### src/rtl/baud_pkg.sv
package baud_pkg;
  typedef enum logic [1:0] {
    SRC_CORE  = 2'd0,
    SRC_PRESC = 2'd1,
    SRC_RSVD  = 2'd2,
    SRC_PIN   = 2'd3
  } src_sel_e;

  // last index of the oversampling counter for the chosen ratio
  function automatic logic [3:0] ovs_last(input logic over8);
    return over8 ? 4'd7 : 4'd15;
  endfunction

  // terminal count of the divider for a divisor value
  function automatic logic [15:0] div_last(input logic [15:0] cd);
    return cd - 16'd1;
  endfunction
endpackage

### src/rtl/src_select.sv
module src_select #(
  parameter int PRESC = 8
) (
  input  logic       clk,
  input  logic       rst_n,
  input  logic [1:0] sel,
  input  logic       pin,
  output logic       src_en
);
  import baud_pkg::*;
  localparam int PW = (PRESC > 1) ? $clog2(PRESC) : 1;
  localparam logic [PW-1:0] PLAST = PW'(PRESC - 1);

  logic [PW-1:0] pcnt;
  logic          presc_en;
  logic          s1, s2, s3;
  logic          pin_rise;

  always_ff @(posedge clk) begin
    if (!rst_n) pcnt <= '0;
    else        pcnt <= (pcnt == PLAST) ? '0 : pcnt + 1'b1;
  end
  assign presc_en = (pcnt == PLAST);

  always_ff @(posedge clk) begin
    if (!rst_n) {s1, s2, s3} <= 3'b000;
    else        {s1, s2, s3} <= {pin, s1, s2};
  end
  assign pin_rise = s2 & ~s3;

  always_comb begin
    case (src_sel_e'(sel))
      SRC_CORE:  src_en = 1'b1;
      SRC_PRESC: src_en = presc_en;
      SRC_PIN:   src_en = pin_rise;
      default:   src_en = 1'b0;
    endcase
  end


  pin_rise_single_chk: assert property (@(posedge clk) disable iff (!rst_n)
    pin_rise |=> !pin_rise);

  rsvd_src_quiet_chk: assert property (@(posedge clk) disable iff (!rst_n)
    (sel == 2'd2) |-> !src_en);
endmodule

### src/rtl/cd_divider.sv
module cd_divider #(
  parameter int W = 16
) (
  input  logic         clk,
  input  logic         rst_n,
  input  logic [W-1:0] cd,
  input  logic         src_en,
  input  logic         restart,
  output logic         div_en
);
  import baud_pkg::*;
  logic [W-1:0] cnt;
  logic         active, bypass, hit;

  assign active = (cd != '0);
  assign bypass = (cd == W'(1));
  assign hit    = active && src_en && (bypass || cnt == W'(div_last(16'(cd))));

  always_ff @(posedge clk) begin
    if (!rst_n || restart || !active) cnt <= '0;
    else if (src_en)                  cnt <= hit ? '0 : cnt + 1'b1;
  end
  assign div_en = hit && !restart;


  cnt_range_chk: assert property (@(posedge clk) disable iff (!rst_n)
    (active && !restart) |-> (cnt < cd));
endmodule

### src/rtl/ovs_stage.sv
module ovs_stage (
  input  logic clk,
  input  logic rst_n,
  input  logic div_en,
  input  logic sync_mode,
  input  logic over8,
  input  logic restart,
  output logic sample_tick,
  output logic baud_tick
);
  import baud_pkg::*;
  logic [3:0] ocnt;
  logic [3:0] last;
  logic       wrap;

  assign last = ovs_last(over8);
  assign wrap = div_en && (ocnt == last);

  always_ff @(posedge clk) begin
    if (!rst_n || restart || sync_mode) ocnt <= '0;
    else if (div_en)                    ocnt <= wrap ? '0 : ocnt + 1'b1;
  end

  assign sample_tick = div_en;
  assign baud_tick   = sync_mode ? div_en : wrap;


  ocnt_range_chk: assert property (@(posedge clk) disable iff (!rst_n)
    (!sync_mode && !restart) |-> (ocnt <= last));

  baud_on_sample_chk: assert property (@(posedge clk) disable iff (!rst_n)
    baud_tick |-> sample_tick);

  baud_single_chk: assert property (@(posedge clk) disable iff (!rst_n)
    (baud_tick && !sync_mode && !restart) |=> !baud_tick);
endmodule

### src/rtl/baud_clk_gen.sv
module baud_clk_gen #(
  parameter int CD_W  = 16,
  parameter int PRESC = 8
) (
  input  logic            clk,
  input  logic            rst_n,
  input  logic [1:0]      src_sel,
  input  logic            sync_mode,
  input  logic            over8,
  input  logic [CD_W-1:0] cd,
  input  logic            ext_clk,
  output logic            sample_tick,
  output logic            baud_tick
);
  localparam int CFG_W = CD_W + 4;

  logic [CFG_W-1:0] cfg, cfg_q;
  logic             cfg_chg, restart;
  logic             src_en, div_en;

  assign cfg = {src_sel, sync_mode, over8, cd};
  always_ff @(posedge clk) begin
    if (!rst_n) cfg_q <= '0;
    else        cfg_q <= cfg;
  end
  assign cfg_chg = (cfg != cfg_q);
  assign restart = cfg_chg || !rst_n;

  src_select #(.PRESC(PRESC)) u_src (
    .clk(clk), .rst_n(rst_n), .sel(src_sel), .pin(ext_clk), .src_en(src_en)
  );

  cd_divider #(.W(CD_W)) u_div (
    .clk(clk), .rst_n(rst_n), .cd(cd), .src_en(src_en),
    .restart(restart), .div_en(div_en)
  );

  ovs_stage u_ovs (
    .clk(clk), .rst_n(rst_n), .div_en(div_en), .sync_mode(sync_mode),
    .over8(over8), .restart(restart),
    .sample_tick(sample_tick), .baud_tick(baud_tick)
  );


  reset_quiet_chk: assert property (@(posedge clk)
    !rst_n |-> (!sample_tick && !baud_tick));

  idle_when_off_chk: assert property (@(posedge clk) disable iff (!rst_n)
    (cd == '0) |-> (!sample_tick && !baud_tick));

  restart_quiet_chk: assert property (@(posedge clk) disable iff (!rst_n)
    cfg_chg |-> (!sample_tick && !baud_tick));
endmodule

### config.mk
export PLATFORM = sky130hd
export DESIGN_NAME = baud_clk_gen
export DESIGN_NICKNAME = d
export VERILOG_FILES = /design/src/rtl/baud_pkg.sv /design/src/rtl/src_select.sv /design/src/rtl/cd_divider.sv /design/src/rtl/ovs_stage.sv /design/src/rtl/baud_clk_gen.sv
export SDC_FILE = /design/constraint.sdc
export NUM_CORES = 1
export LEC_CHECK = 0
export ABC_AREA = 0
export BUFFER_PORTS_ARGS = -buffer_cell sky130_fd_sc_hd__clkbuf_2
export CAP_MARGIN = 10
export CORE_MARGIN = 5
export CORE_UTILIZATION = 46
export CTS_BUF_LIST = sky130_fd_sc_hd__clkbuf_8
export CTS_CLUSTER_SIZE = 40
export DETAILED_ROUTE_END_ITERATION = 7
export HOLD_SLACK_MARGIN = 0.1
export MAX_ROUTING_LAYER = met4
export PLACE_DENSITY = 0.66
export SLEW_MARGIN = 25
export SYNTH_ARGS = -nofsm -noshare
export SYNTH_HDL_FRONTEND = slang
export SYNTH_SLANG_ARGS = --single-unit
### constraint.sdc
create_clock -name clk -period 3.4 [get_ports clk]
set_clock_uncertainty 0.05 [all_clocks]
set_input_delay 0.17 -clock clk [delete_from_list [all_inputs] [get_ports clk]]
set_output_delay 0.17 -clock clk [all_outputs]
set_load 0.01 [all_outputs]
==> results of run 1 <==
## where the power goes
| part | internal, mW | switching, mW |
|---|---|---|
| clock network | 0.216 | 0.178 |
| registers | 0.555 | 0.00673 |
| logic | 0.0527 | 0.0584 |
| total | 0.824 | 0.243 |
## how the worst max path moves through the flow
stage          startpoint       endpoint  slack (ns)  cells after the start
2_1_floorplan       cd[1]  u_div.cnt[10]        0.71                     12
3_3_place_gp        cd[0]  u_ovs.ocnt[3]        0.37                     11
3_5_place_dp        cd[0]  u_ovs.ocnt[0]        0.28                     11
4_1_cts             cd[0]      baud_tick        0.43                     12
5_1_grt             cd[0]      baud_tick        0.20                     12
6_report            cd[0]      baud_tick        0.43                     12
## layout by cell type (no fill, tap or decap), types with 7 or more instances in the layout
cell | netlist | routed
ha_1 | 7 | 7
clkbuf_2 | 1 | 24
nand3_1 | 12 | 12
xnor2_1 | 31 | 31
a21oi_1 | 9 | 9
nand4_1 | 9 | 9
nand2_1 | 11 | 11
dfxtp_1 | 46 | 46
xor2_1 | 24 | 24
nor2_1 | 26 | 26
and2_1 | 24 | 24
## cell type report
type | instances | area share
clock buffers | 5 | 0.0249
clock inverters | 3 | 0.0149
inverters | 5 | 0.00678
multi-input cells | 215 | 0.532
flip-flops and latches | 46 | 0.333
well taps | 70 | 0.0316
repair buffers | 28 | 0.0570
## cells by family (layout without fill, tap and decap cells)
logic type	after synthesis	count (layout)	share of synthesized area
buffers and inverters	16	41	0.0343
DFF	46	46	0.372
adders and majority gates	7	7	0.0353
xor gates and xnor gates	55	55	0.194
AOI/OAI and AO/OA	29	29	0.0752
muxes	2	2	0.00858
and+or+nand+nor	122	122	0.281
## routing by layer
layer,GRT usage,share of wire,up-vias
met4,0.0401,0.0096,0
met5,-,0,-
li1,-,-,1001
met3,0.0327,0.039,4
met1,0.199,0.49,859
met2,0.233,0.46,35
## registers in the layout (all words and copies together), names as in the netlist
| signal | cells |
|---|---|
| u_src.pcnt | 3 |
| u_src.s2 | 1 |
| u_ovs.ocnt | 4 |
| cfg_q | 20 |
| u_src.s1 | 1 |
| u_div.cnt | 16 |
| u_src.s3 | 1 |
## stage by stage
step / std cells / hold slack (ns) / total power [mW] / instance area, um^2 / setup WS [ns]
floorplan: 277 / 0.242 / 0.646 / 2480 / 0.709
global placement: 361 / 0.325 / 0.682 / 2630 / 0.370
detailed placement: 361 / 0.334 / 0.684 / 2630 / 0.280
CTS: 372 / 0.101 / 1.08 / 2770 / 0.432
global route: 372 / 0.110 / 1.13 / 2770 / 0.203
finish: 372 / 0.103 / 1.07 / 2770 / 0.430
## worst max-delay path: cells and delay by family
family / cells / cell delay [ns]
fa+ha+maj: 1 / 0.27
xor+xnor: 1 / 0.09
buf+inv: 3 / 0.38
simple gates: 5 / 1.17
compound gates: 2 / 0.66
==> metrics.yaml, run 1 <==
worst_setup_path:
  worstPathRequired_ns: 3.18
  arrival_ns: 2.75
  end_kind: "output pin"
  reg2regPathDepth: 7
  r2r_end: "u_ovs.ocnt[0]"
  startpoint_type: "input port"
  cp_max_fo: 12
  cp_slowest_cell: "o41a_1"
  r2r_slack_ns: 0.82
  crit_top_cell: "clkbuf_2"
  crit_type: "input port to output pin"
  timing.rr.start: "u_div.cnt[13]"
  timing.critical_path.cells: "clkbuf_2 -> inv_1 -> ha_1 -> or3b_1 -> nor3_1 -> xnor2_1 -> nor4_1 -> nand3_1 -> o41a_1 -> nor2_1 -> o21a_1 -> clkbuf_2"
  cpPeakStageDelay_ns: 0.53
sta:
  tightest_slew_ns: 0.489
  finalSetupViolations: 0
  slew_viol_final: 0
  rsz0062_at_grt: "false"
  fin_crit_ns: 2.97
  max_slew_margin: 0.671
  final_hold_viol_count: 0
  post-route-period-util: 0.873
  tns_ns: 0
  fmax_mhz: 337
synthesis:
  syn_inst: 277
  synth-warning-count: 0
  yosysSeqAreaShare: 0.372
  syn_nets: 307
  yosysMostFrequentCell: "dfxtp_1"
  netlist_area_um2: 2480
  synth_seq_cells: 46
  yosys.cell_types.count: 46
  yosysTopAreaCell: "dfxtp_1"
  ys.flop_type: "dfxtp_1"
  yosys-top-cells-area: "dfxtp_1, xnor2_1, xor2_1, and2_1, nor2_1"
  synth_edf_count: 0
  synthArstFlopShare: 0
  synth_top_area_frac: 0.372
  yosys-top-cells-count: "dfxtp_1, xnor2_1, nor2_1"
  syn_avg_cell_area_um2: 8.95
finish:
  fin_nets: 331
  syn_to_final_growth_pct: 11.7
  nFillCells: 493
  multi_input_area_um2: 1470
  postLayoutCoreUtil: 0.535
  diodes: 0
  area.sequential_um2: 921
  drive_above_1_share: 0.126
clock_network:
  ctsHoldBuffers: 3
  clk_pin_slew_ns: 0.08
  htreeDepth: 2
  clock_latency_ns: 0.29
  clockBufferDepth: 2
  numCtsBuffers: 5
  root_buffer: "clkbuf_8"
  cts_repair_resize_count: 0
  post-cts-setup-buffer-count: 0
  cts_tree: "yes"
  cts.sinks: 46
routing:
  drtAntennaViolNets: 0
  drt_iter0_markers: 86
  num_vias: 1899
  viasPerCell: 5.10
  wl_um: 4810
  avgRoutedWirePerCell_um: 12.9
  drt-pass1-iter-count: 4
  drcViolationCount: 0
hold_path:
  hold_path_class: "input port to flip-flop"
  whs_path_depth: 2
  hp-start: "sync_mode"
  min_to: "cfg_q[17]"
status:
  status: "complete, no violations"
floorplan:
  fp-row-count: 26
  design.die.area_um2: 6960
  core_um2: 5170
  floorplan.initialDensity: 0.479
  die_x_um: 83.4
  io_pins: 25
  die_h_um: 83.4
power:
  cellLeakagePower_nw: 0.998
  power_density_nw_per_um2: 386
  ir_drop_v: 0.000169
grt:
  gr-usage-all-layers: 0.151
  grt_pass1_vias: 1849
  grt_max_degree: 28
  grt.overflow.total: 0
  antenna_found_initial: 0
  grt_pass1_wl_um: 8470
placement:
  port-buffer-count: 24
  hpwl_um: 3740
  gp_congestion: 0.906
job:
  drv_cap: 0
Power figures use the tool's default switching activity.
==> inputs of run 2 (changes only) <==
- CTS_BUF_LIST: sky130_fd_sc_hd__clkbuf_8 -> sky130_fd_sc_hd__clkbuf_16
- GPL_ROUTABILITY_DRIVEN: not set -> 0
==> metrics.yaml, run 2 (synthesis results as in run 1) <==
routing:
  drt-pass1-iter-count: 5  # was 4
  avgRoutedWirePerCell_um: 13.1  # was 12.9 um
  drcViolationCount: 0  # unchanged
  drt_iter0_markers: 92  # was 86
  drtAntennaViolNets: 0  # unchanged
  wl_um: 4830  # was 4810 um
  viasPerCell: 5.20  # was 5.10
  num_vias: 1925  # was 1899
grt:
  grt_pass1_vias: 1857  # was 1849
  grt_pass1_wl_um: 8530  # was 8470 um
  grt.overflow.total: 0  # unchanged
  antenna_found_initial: 0  # unchanged
  grt_max_degree: 28  # unchanged
  gr-usage-all-layers: 0.152  # was 0.151
floorplan:
  fp-row-count: 26  # unchanged
  die_x_um: 83.4  # unchanged
  die_h_um: 83.4  # unchanged
  floorplan.initialDensity: 0.479  # unchanged
  core_um2: 5170  # unchanged
  design.die.area_um2: 6960  # unchanged
  io_pins: 25  # unchanged
finish:
  postLayoutCoreUtil: 0.542  # was 0.535
  top_register: "cfg_q"  # unchanged
  largest_reg_flops: 20  # unchanged
  final_common_cell: "dfxtp_1"  # unchanged
  design_area_um2: 2800  # was 2770 um^2
  drive_above_1_share: 0.127  # was 0.126
  syn_to_final_growth_pct: 13.1  # was 11.7%
  largestRegisters: "cfg_q (20), u_div.cnt (16), u_ovs.ocnt (4)"  # unchanged
  final_cell_mix: "dfxtp_1, xnor2_1, nor2_1"  # unchanged
  diodes: 0  # unchanged
  fin_nets: 329  # was 331
clock_network:
  htreeDepth: 2  # unchanged
  cts_repair_resize_count: 0  # unchanged
  post-cts-setup-buffer-count: 0  # unchanged
  clockBufferDepth: 2  # unchanged
  numCtsBuffers: 5  # unchanged
  root_buffer: "clkbuf_16"  # was clkbuf_8
  cts_tree: "yes"  # unchanged
  cts.sinks: 46  # unchanged
  clock_latency_ns: 0.28  # was 0.29 ns
  clk_pin_slew_ns: 0.06  # was 0.08 ns
power:
  netSwitchingFraction: 0.212  # was 0.228
  ir_drop_v: 0.000298  # was 0.000169 V
  power_density_nw_per_um2: 430  # was 386 nW/um^2
  cellLeakagePower_nw: 1.02  # was 0.998 nW
  p_sw_uw: 256  # was 243 uW
  clkPwrFrac: 0.443  # was 0.369
  p_int_uw: 951  # was 824 uW
  power_mw: 1.21  # was 1.07 mW
  p_comb_frac: 0.091  # was 0.104
  p_seq_frac: 0.466  # was 0.526
sta:
  slew_viol_final: 0  # unchanged
  final_hold_viol_count: 0  # unchanged
  fmax_mhz: 332  # was 337 MHz
  post-route-period-util: 0.887  # was 0.873
  tightest_slew_ns: 0.497  # was 0.489 ns
  rsz0062_at_grt: "false"  # unchanged
  max_slew_margin: 0.664  # was 0.671
  finalSetupViolations: 0  # unchanged
  tns_ns: 0  # unchanged
  hold_ws_ns: 0.106  # was 0.103 ns
  fin_crit_ns: 3.02  # was 2.97 ns
worst_setup_path:
  cp_max_fo: 12  # unchanged
  crit_type: "input port to output pin"  # unchanged
  r2r_slack_ns: 0.83  # was 0.82 ns
  end_kind: "output pin"  # unchanged
  worstPathRequired_ns: 3.18  # about the same
  arrival_ns: 2.80  # was 2.75 ns
  startpoint_type: "input port"  # unchanged
hold_path:
  hold_path_class: "input port to flip-flop"  # unchanged
placement:
  port-buffer-count: 24  # unchanged
  placed_area_um2: 2630  # unchanged
  hpwl_um: 3740  # unchanged
job:
  drv_cap: 0  # unchanged
status:
  status: "complete, no violations"  # unchanged
==> run 2: power by group through the flow <==
| stage | registers, mW | logic (mW) | clock network (mW) |
|---|---|---|---|
| 6_report | 0.563 | 0.110 | 0.534 |
| 3_5_place_dp | 0.575 | 0.109 | 0 |
| 2_1_floorplan | 0.574 | 0.0725 | 0 |
| 4_1_cts | 0.563 | 0.111 | 0.551 |
| 3_3_place_gp | 0.575 | 0.108 | 0 |
| 5_1_grt | 0.564 | 0.124 | 0.577 |
==> run 2: timing repair <==
action	in CTS	in global routing
hold buffers	1	0
endpoints found under the setup margin	0	0
hold endpoints to repair	1	0
==> run 2: critical path, cell delays in order <==
cell and delay (ns):
clkbuf_2 0.15, inv_1 0.11, ha_1 0.27, or3b_1 0.42
nor3_1 0.19, xnor2_1 0.10, nor4_1 0.28, nand3_1 0.10
o41a_1 0.54, nor2_1 0.19, o21a_1 0.13, clkbuf_2 0.12
==> run 2: path summary, 6_finish.rpt <==
path,start,to,depth (start not counted)
worst max-delay path,cd[0],baud_tick,12
worst min-delay path,over8,cfg_q[16],2
worst max register to register,u_div.cnt[13],u_ovs.ocnt[0],7
worst min register to register,u_src.pcnt[0],u_src.pcnt[0],1
==> run 2: metrics by stage <==
stage,setup WS [ns],cells
floorplan,0.709,277
global placement,0.370,361
detailed placement,0.280,361
CTS,0.387,370
global route,0.188,370
finish,0.383,370
==> run 2: layout make-up <==
cell class	instances	area [um^2]
clock buffers	5	125
clock inverters	3	41.3
fillers	486	2370
inverters	5	18.8
multi-input cells	215	1470
flip-flops and latches	46	921
well taps	70	87.6
repair buffers	26	138
==> run 2: routing by layer <==
metal  part of all wire  wire (um)  global-route usage  vias to the layer above
li1                   -          -                   -                     1000
met1               0.49       2360               0.197                      896
met2               0.47       2250               0.237                       22
met3              0.032        154              0.0327                        7
met4              0.013         65              0.0446                        0
met5                  0          0                   -                        -
